### src/rtl/burst_seq_pkg.sv
package burst_seq_pkg;

  // tick positions inside a period (two ticks per reference cycle)
  localparam int unsigned TK_PRESET   = 0;
  localparam int unsigned TK_BIAS_ON  = 1;
  localparam int unsigned TK_RUN      = 2;
  localparam int unsigned TK_STOP     = 4;
  localparam int unsigned TK_BIAS_OFF = 5;
  localparam int unsigned TK_DAC_OFF  = 6;
  localparam int unsigned TK_USED     = TK_DAC_OFF + 1;

  typedef struct packed {
    logic dac;
    logic bias;
    logic free;
    logic loopc;
    logic clr;
    logic smp;
    logic upd;
  } phase_t;

  // smallest period (reference cycles) that holds every used tick
  function automatic int unsigned min_period();
    return (TK_USED + 1) / 2;
  endfunction

  function automatic logic in_win(int unsigned s, int unsigned lo, int unsigned hi);
    return (s >= lo) && (s < hi);
  endfunction

  function automatic phase_t phase_of(logic active, int unsigned s);
    phase_t p;
    p.dac   = active && in_win(s, TK_PRESET, TK_DAC_OFF);
    p.bias  = active && in_win(s, TK_BIAS_ON, TK_BIAS_OFF);
    p.free  = active && in_win(s, TK_RUN, TK_STOP);
    p.loopc = active && in_win(s, TK_RUN, TK_STOP);
    p.clr   = active && in_win(s, TK_PRESET, TK_RUN);
    p.smp   = active && (s == TK_STOP);
    p.upd   = active && (s == TK_DAC_OFF);
    return p;
  endfunction

endpackage

### src/rtl/burst_period_reg.sv
module burst_period_reg #(
  parameter int unsigned PW = 8
) (
  input  logic          clk,
  input  logic          rst_n,
  input  logic          load,
  input  logic [PW-1:0] cfg,
  output logic [PW-1:0] cur
);
  import burst_seq_pkg::*;

  localparam logic [PW-1:0] MINP = PW'(min_period());

  logic [PW-1:0] clamped;

  always_comb begin
    clamped = (cfg < MINP) ? MINP : cfg;
  end

  always_ff @(posedge clk or negedge rst_n) begin
    if (!rst_n)    cur <= MINP;
    else if (load) cur <= clamped;
  end
endmodule

### src/rtl/burst_slot_counter.sv
module burst_slot_counter #(
  parameter  int unsigned PW = 8,
  localparam int unsigned SW = PW + 1
) (
  input  logic          clk,
  input  logic          rst_n,
  input  logic          enable,
  input  logic [PW-1:0] period,
  output logic          run_d,
  output logic [SW-1:0] slot_d,
  output logic          wrap,
  output logic          start
);
  logic          run_q;
  logic [SW-1:0] slot_q;
  logic [SW-1:0] last_slot;

  always_comb begin
    last_slot = {period, 1'b0} - SW'(1);
    wrap      = run_q && enable && (slot_q == last_slot);
    start     = enable && !run_q;
    if (!enable) begin
      run_d  = 1'b0;
      slot_d = '0;
    end else if (!run_q) begin
      run_d  = 1'b1;
      slot_d = '0;
    end else begin
      run_d  = 1'b1;
      slot_d = wrap ? '0 : slot_q + SW'(1);
    end
  end

  always_ff @(posedge clk or negedge rst_n) begin
    if (!rst_n) begin
      run_q  <= 1'b0;
      slot_q <= '0;
    end else begin
      run_q  <= run_d;
      slot_q <= slot_d;
    end
  end
endmodule

### src/rtl/burst_phase_decode.sv
module burst_phase_decode #(
  parameter int unsigned SW = 9
) (
  input  logic                  clk,
  input  logic                  rst_n,
  input  logic                  run_d,
  input  logic [SW-1:0]         slot_d,
  output burst_seq_pkg::phase_t ph_q
);
  import burst_seq_pkg::*;

  always_ff @(posedge clk or negedge rst_n) begin
    if (!rst_n) ph_q <= '0;
    else        ph_q <= phase_of(run_d, 32'(slot_d));
  end
endmodule

### src/rtl/burst_seq.sv
module burst_seq #(
  parameter int unsigned PW = 8
) (
  input  logic          clk,
  input  logic          rst_n,
  input  logic          enable,
  input  logic [PW-1:0] period_cfg,
  output logic          dac_en,
  output logic          bias_sw_close,
  output logic          dline_release,
  output logic          loop_close,
  output logic          count_clear,
  output logic          count_sample,
  output logic          word_update
);
  import burst_seq_pkg::*;

  localparam int unsigned SW = PW + 1;

  // named internal events
  logic          period_wrap;
  logic          period_start;
  logic [PW-1:0] cur_period;
  logic          run_next;
  logic [SW-1:0] slot_next;
  phase_t        ph;

  burst_period_reg #(.PW(PW)) period_i (
    .clk   (clk),
    .rst_n (rst_n),
    .load  (period_wrap || period_start),
    .cfg   (period_cfg),
    .cur   (cur_period)
  );

  burst_slot_counter #(.PW(PW)) slot_i (
    .clk    (clk),
    .rst_n  (rst_n),
    .enable (enable),
    .period (cur_period),
    .run_d  (run_next),
    .slot_d (slot_next),
    .wrap   (period_wrap),
    .start  (period_start)
  );

  burst_phase_decode #(.SW(SW)) decode_i (
    .clk    (clk),
    .rst_n  (rst_n),
    .run_d  (run_next),
    .slot_d (slot_next),
    .ph_q   (ph)
  );

  assign dac_en        = ph.dac;
  assign bias_sw_close = ph.bias;
  assign dline_release = ph.free;
  assign loop_close    = ph.loopc;
  assign count_clear   = ph.clr;
  assign count_sample  = ph.smp;
  assign word_update   = ph.upd;
endmodule

### config.mk
export PLATFORM = sky130hd
export DESIGN_NAME = burst_seq
export DESIGN_NICKNAME = d
export VERILOG_FILES = /design/src/rtl/burst_seq_pkg.sv /design/src/rtl/burst_period_reg.sv /design/src/rtl/burst_slot_counter.sv /design/src/rtl/burst_phase_decode.sv /design/src/rtl/burst_seq.sv
export SDC_FILE = /design/constraint.sdc
export NUM_CORES = 1
export LEC_CHECK = 0
export BUFFER_PORTS_ARGS = -buffer_cell sky130_fd_sc_hd__buf_4
export CORE_UTILIZATION = 34
export CTS_CLUSTER_SIZE = 20
export DETAILED_ROUTE_END_ITERATION = 8
export HOLD_SLACK_MARGIN = 0.08
export SLEW_MARGIN = 20
export SYNTH_ARGS = -nofsm -noshare
export SYNTH_HDL_FRONTEND = slang
export SYNTH_SLANG_ARGS = --single-unit
### constraint.sdc
create_clock -name clk -period 2.58 [get_ports clk]
set_input_delay 0.258 -clock clk [delete_from_list [all_inputs] [get_ports clk]]
set_output_delay 0.258 -clock clk [all_outputs]
set_load 0.02 [all_outputs]
==> results.md <==
* CTS Root Cell: clkbuf_8
* Fmax at 443 MHz
* Area grow syn2layout at 16.9%
* Main combinational cell family by area after synthesis: simple AND/OR/NAND/NOR gates
* Num ports at 18
* Synth Warn # at 0
* Clock period minus worst slack at 2.26 ns
* Netlist cell types at 42
* Simple-Gate Fraction of Synth Area at 0.210
* Hold Fails Final Rpt at 0
* Row cnt at 22
* Die Wd at 65.0 µm
* Max_slew headroom at 0.726
* CP Launch Type: flip-flop
* DRT Pass-1 Iters at 5
* Clock Tree Buf Depth at 2
* DRT iter0 DRCs at 35
* R2R setup slack at 0.32 ns
* Placer's final routability congestion estimate at 0.992
* Worst-path clk slew at 0.09 ns
* Placed insts at 187
* Crit-path cells: inv_1 -> ha_1 -> nor4b_2 -> o2bb2ai_1 -> o2111ai_2 -> a21boi_2 -> buf_4 -> mux2_4
* IO Port Bufs at 17
* Die Y at 65.0 µm
* DIE AREA at 4220 µm²
* Core ar. at 3740 µm²
* Vias in the first global route at 977
* CTS Hold Bufs at 1
* Synth Area in Adders at 0.0186
* Overflow after GRT at 0
* Total Wirelength at 2730 µm
* EDFF count, synth at 0
* Multiplexer share of the synthesized area at 0.0891
* Slowest stage delay, CP at 0.42 ns
* Final setup viols at 0
* Initial antenna violation count at 0
* Pwr per Cell Area at 538 nW/µm²
* Syn nets at 139
* Leak at 0.720 nW
* Worst Setup Path Type: reg -> reg
* Antenna-violating nets left at 0
* Total power at 0.848 mW
* Worst VDD drop at 0.315 mV
* Vias per Instance at 5.16
* Final layout net count at 158
* # diodes at 0
* Top FF cell, synth: dfrtp_1
* Max Cap Violations at 0
* Final TNS setup at 0 ns
* Worst Path Arrival at 2.42 ns
* Compound-cell area share of the yosys netlist at 0.0836
* Post-synthesis sequential area ratio at 0.447
* Avg WL per Cell at 14.2 µm
* Synth top area cells: dfrtp_1, mux2_4, xnor2_1, xor2_1, nor2_1
* Largest area contributor in the netlist: dfrtp_1
* Final Non-Filler Cells at 192
* Hold crit path type: in -> reg
* DP HPWL at 1990 µm
* Post-route DRC at 0
* Largest net degree at the start of global routing at 25
* Outcome: complete, no violations
* Worst Tran Pin Value at 0.406 ns
* #FFs+latches synth at 24
* CTS tree: done
* CTS Buf Count at 3
* Slew Viols, Final at 0
* Post-Synthesis Cell Area at 1350 µm²
* FILL cells at 374
* Yosys top cell area share at 0.427
* Crit share post-route at 0.875
* Post-synth ARST share at 1.00
* Clk Latency, worst-skew pair at 0.27 ns
* Sink Count at 24
* Gr usage total at 0.141
* Syn Area/Cell at 10.7 µm²
* Clock Skews at 0.00400 ns
* RSZ-0062 raised after global routing: false
* Post-CTS sizing at 0
* CP max FO at 9
* Crit end category: flip-flop
* Mapped Cells at 126
* Critical-path top delay cell: dfrtp_1
* Worst EP required at 2.74 ns
* Global-route wire length before repair at 4490 µm
* Layout cells sized above 1 at 0.250
* Setup repair bufs after CTS at 0
* Synth Area in XOR/XNOR at 0.117
* Routed vias at 990
* Starting Density at 0.360
* H-tree depth at 1
==> synthesized netlist by cell type, types with 2 or more instances <==
cell and instances:
nand2b_1 3, mux2i_1 3, nand4_1 2, ha_1 2
xnor2_1 10, nor2_1 11, or3_1 2, inv_1 4
mux2_4 6, and3_1 4, and2_1 2, nand3_1 4
a21oi_1 2, xor2_1 8, buf_2 2, dfrtp_1 23
nor3_1 4, nand2_1 9, nor4_1 2
==> layout make-up <==
cell class | instances | area, µm² | share of cell area
Clock buffer | 4 | 55.1 | 0.0349
Inverter | 4 | 15.0 | 0.00953
Multi-Input combinational cell | 93 | 698 | 0.443
Sequential cell | 24 | 602 | 0.382
Tap cell | 48 | 60.1 | 0.0381
Timing Repair Buffer | 19 | 145 | 0.0921
==> sequential cells by signal (all words and copies together) (netlist names) <==
name,cells
decode_i.ph_q,6
slot_i.run_q,1
slot_i.slot_q,9
period_i.cur,8
==> logic make-up (layout without fill, tap and decap cells) <==
| group | count (synthesis) | after routing |
|---|---|---|
| xor+xnor | 18 | 18 |
| flops | 24 | 24 |
| fa+ha+maj | 2 | 2 |
| mux | 9 | 9 |
| compound gates | 14 | 14 |
| buf+inv | 9 | 27 |
| simple gates | 50 | 50 |
==> cell usage in the layout (no fill, tap or decap), drive strengths merged, types with 2 or more instances in the layout <==
cell type,netlist,final
mux2,6,6
mux2i,3,3
ha,2,2
inv,4,4
a21oi,2,2
dfrtp,23,23
nor4,3,3
or3,2,2
and2,2,2
nor3,4,4
buf,4,18
xnor2,10,10
and3,4,4
nand2,9,9
nand3,5,5
nor2,11,11
nor4b,2,2
nand2b,3,3
clkbuf,1,4
nand4,2,2
xor2,8,8
==> power breakdown <==
| part | leakage (nW) | switching (mW) | total (mW) | internal (mW) |
|---|---|---|---|---|
| logic | 0.384 | 0.0761 | 0.154 | 0.0780 |
| clock network | 0.0288 | 0.122 | 0.259 | 0.136 |
| registers | 0.307 | 0.0314 | 0.434 | 0.403 |
| total | 0.720 | 0.230 | 0.848 | 0.617 |
==> per-layer routing <==
metal / GRT usage / wire [µm] / share of wire / vias up
met4: 0.0611 / 45 / 0.016 / 0
met5: 0 / 0 / 0 / -
met1: 0.184 / 1240 / 0.45 / 489
met3: 0.0282 / 83 / 0.030 / 5
li1: - / - / - / 477
met2: 0.223 / 1360 / 0.50 / 19
==> metrics by stage <==
step,worst slack (ns),utilization,cell area (µm²),hold WS [ns]
after CTS,0.323,0.421,1580,0.136
final,0.322,0.421,1580,0.136
after detailed placement,0.324,0.403,1510,0.179
after floorplan,0.521,-,1350,-0.0376
after global routing,0.231,0.421,1580,0.132
after global placement,0.410,0.403,1510,0.176
==> critical path, delay by kind of cell (launching register included) <==
family,cells,cell delay [ns]
compound gates,3,0.54
flops,1,0.42
mux,1,0.32
buf+inv,2,0.30
simple gates,1,0.30
fa+ha+maj,1,0.28
==> path summary, 6_finish.rpt <==
check	from	to	cells after the start
max reg2reg	period_i.cur[0]	period_i.cur[3]	8
min reg2reg	slot_i.slot_q[0]	slot_i.slot_q[0]	1
max	period_i.cur[0]	period_i.cur[3]	8
max in group asynchronous	rst_n	period_i.cur[2]	2
min	enable	slot_i.run_q	1
min in group asynchronous	rst_n	slot_i.slot_q[6]	2
No activity file was read; power rests on OpenSTA's default activity.
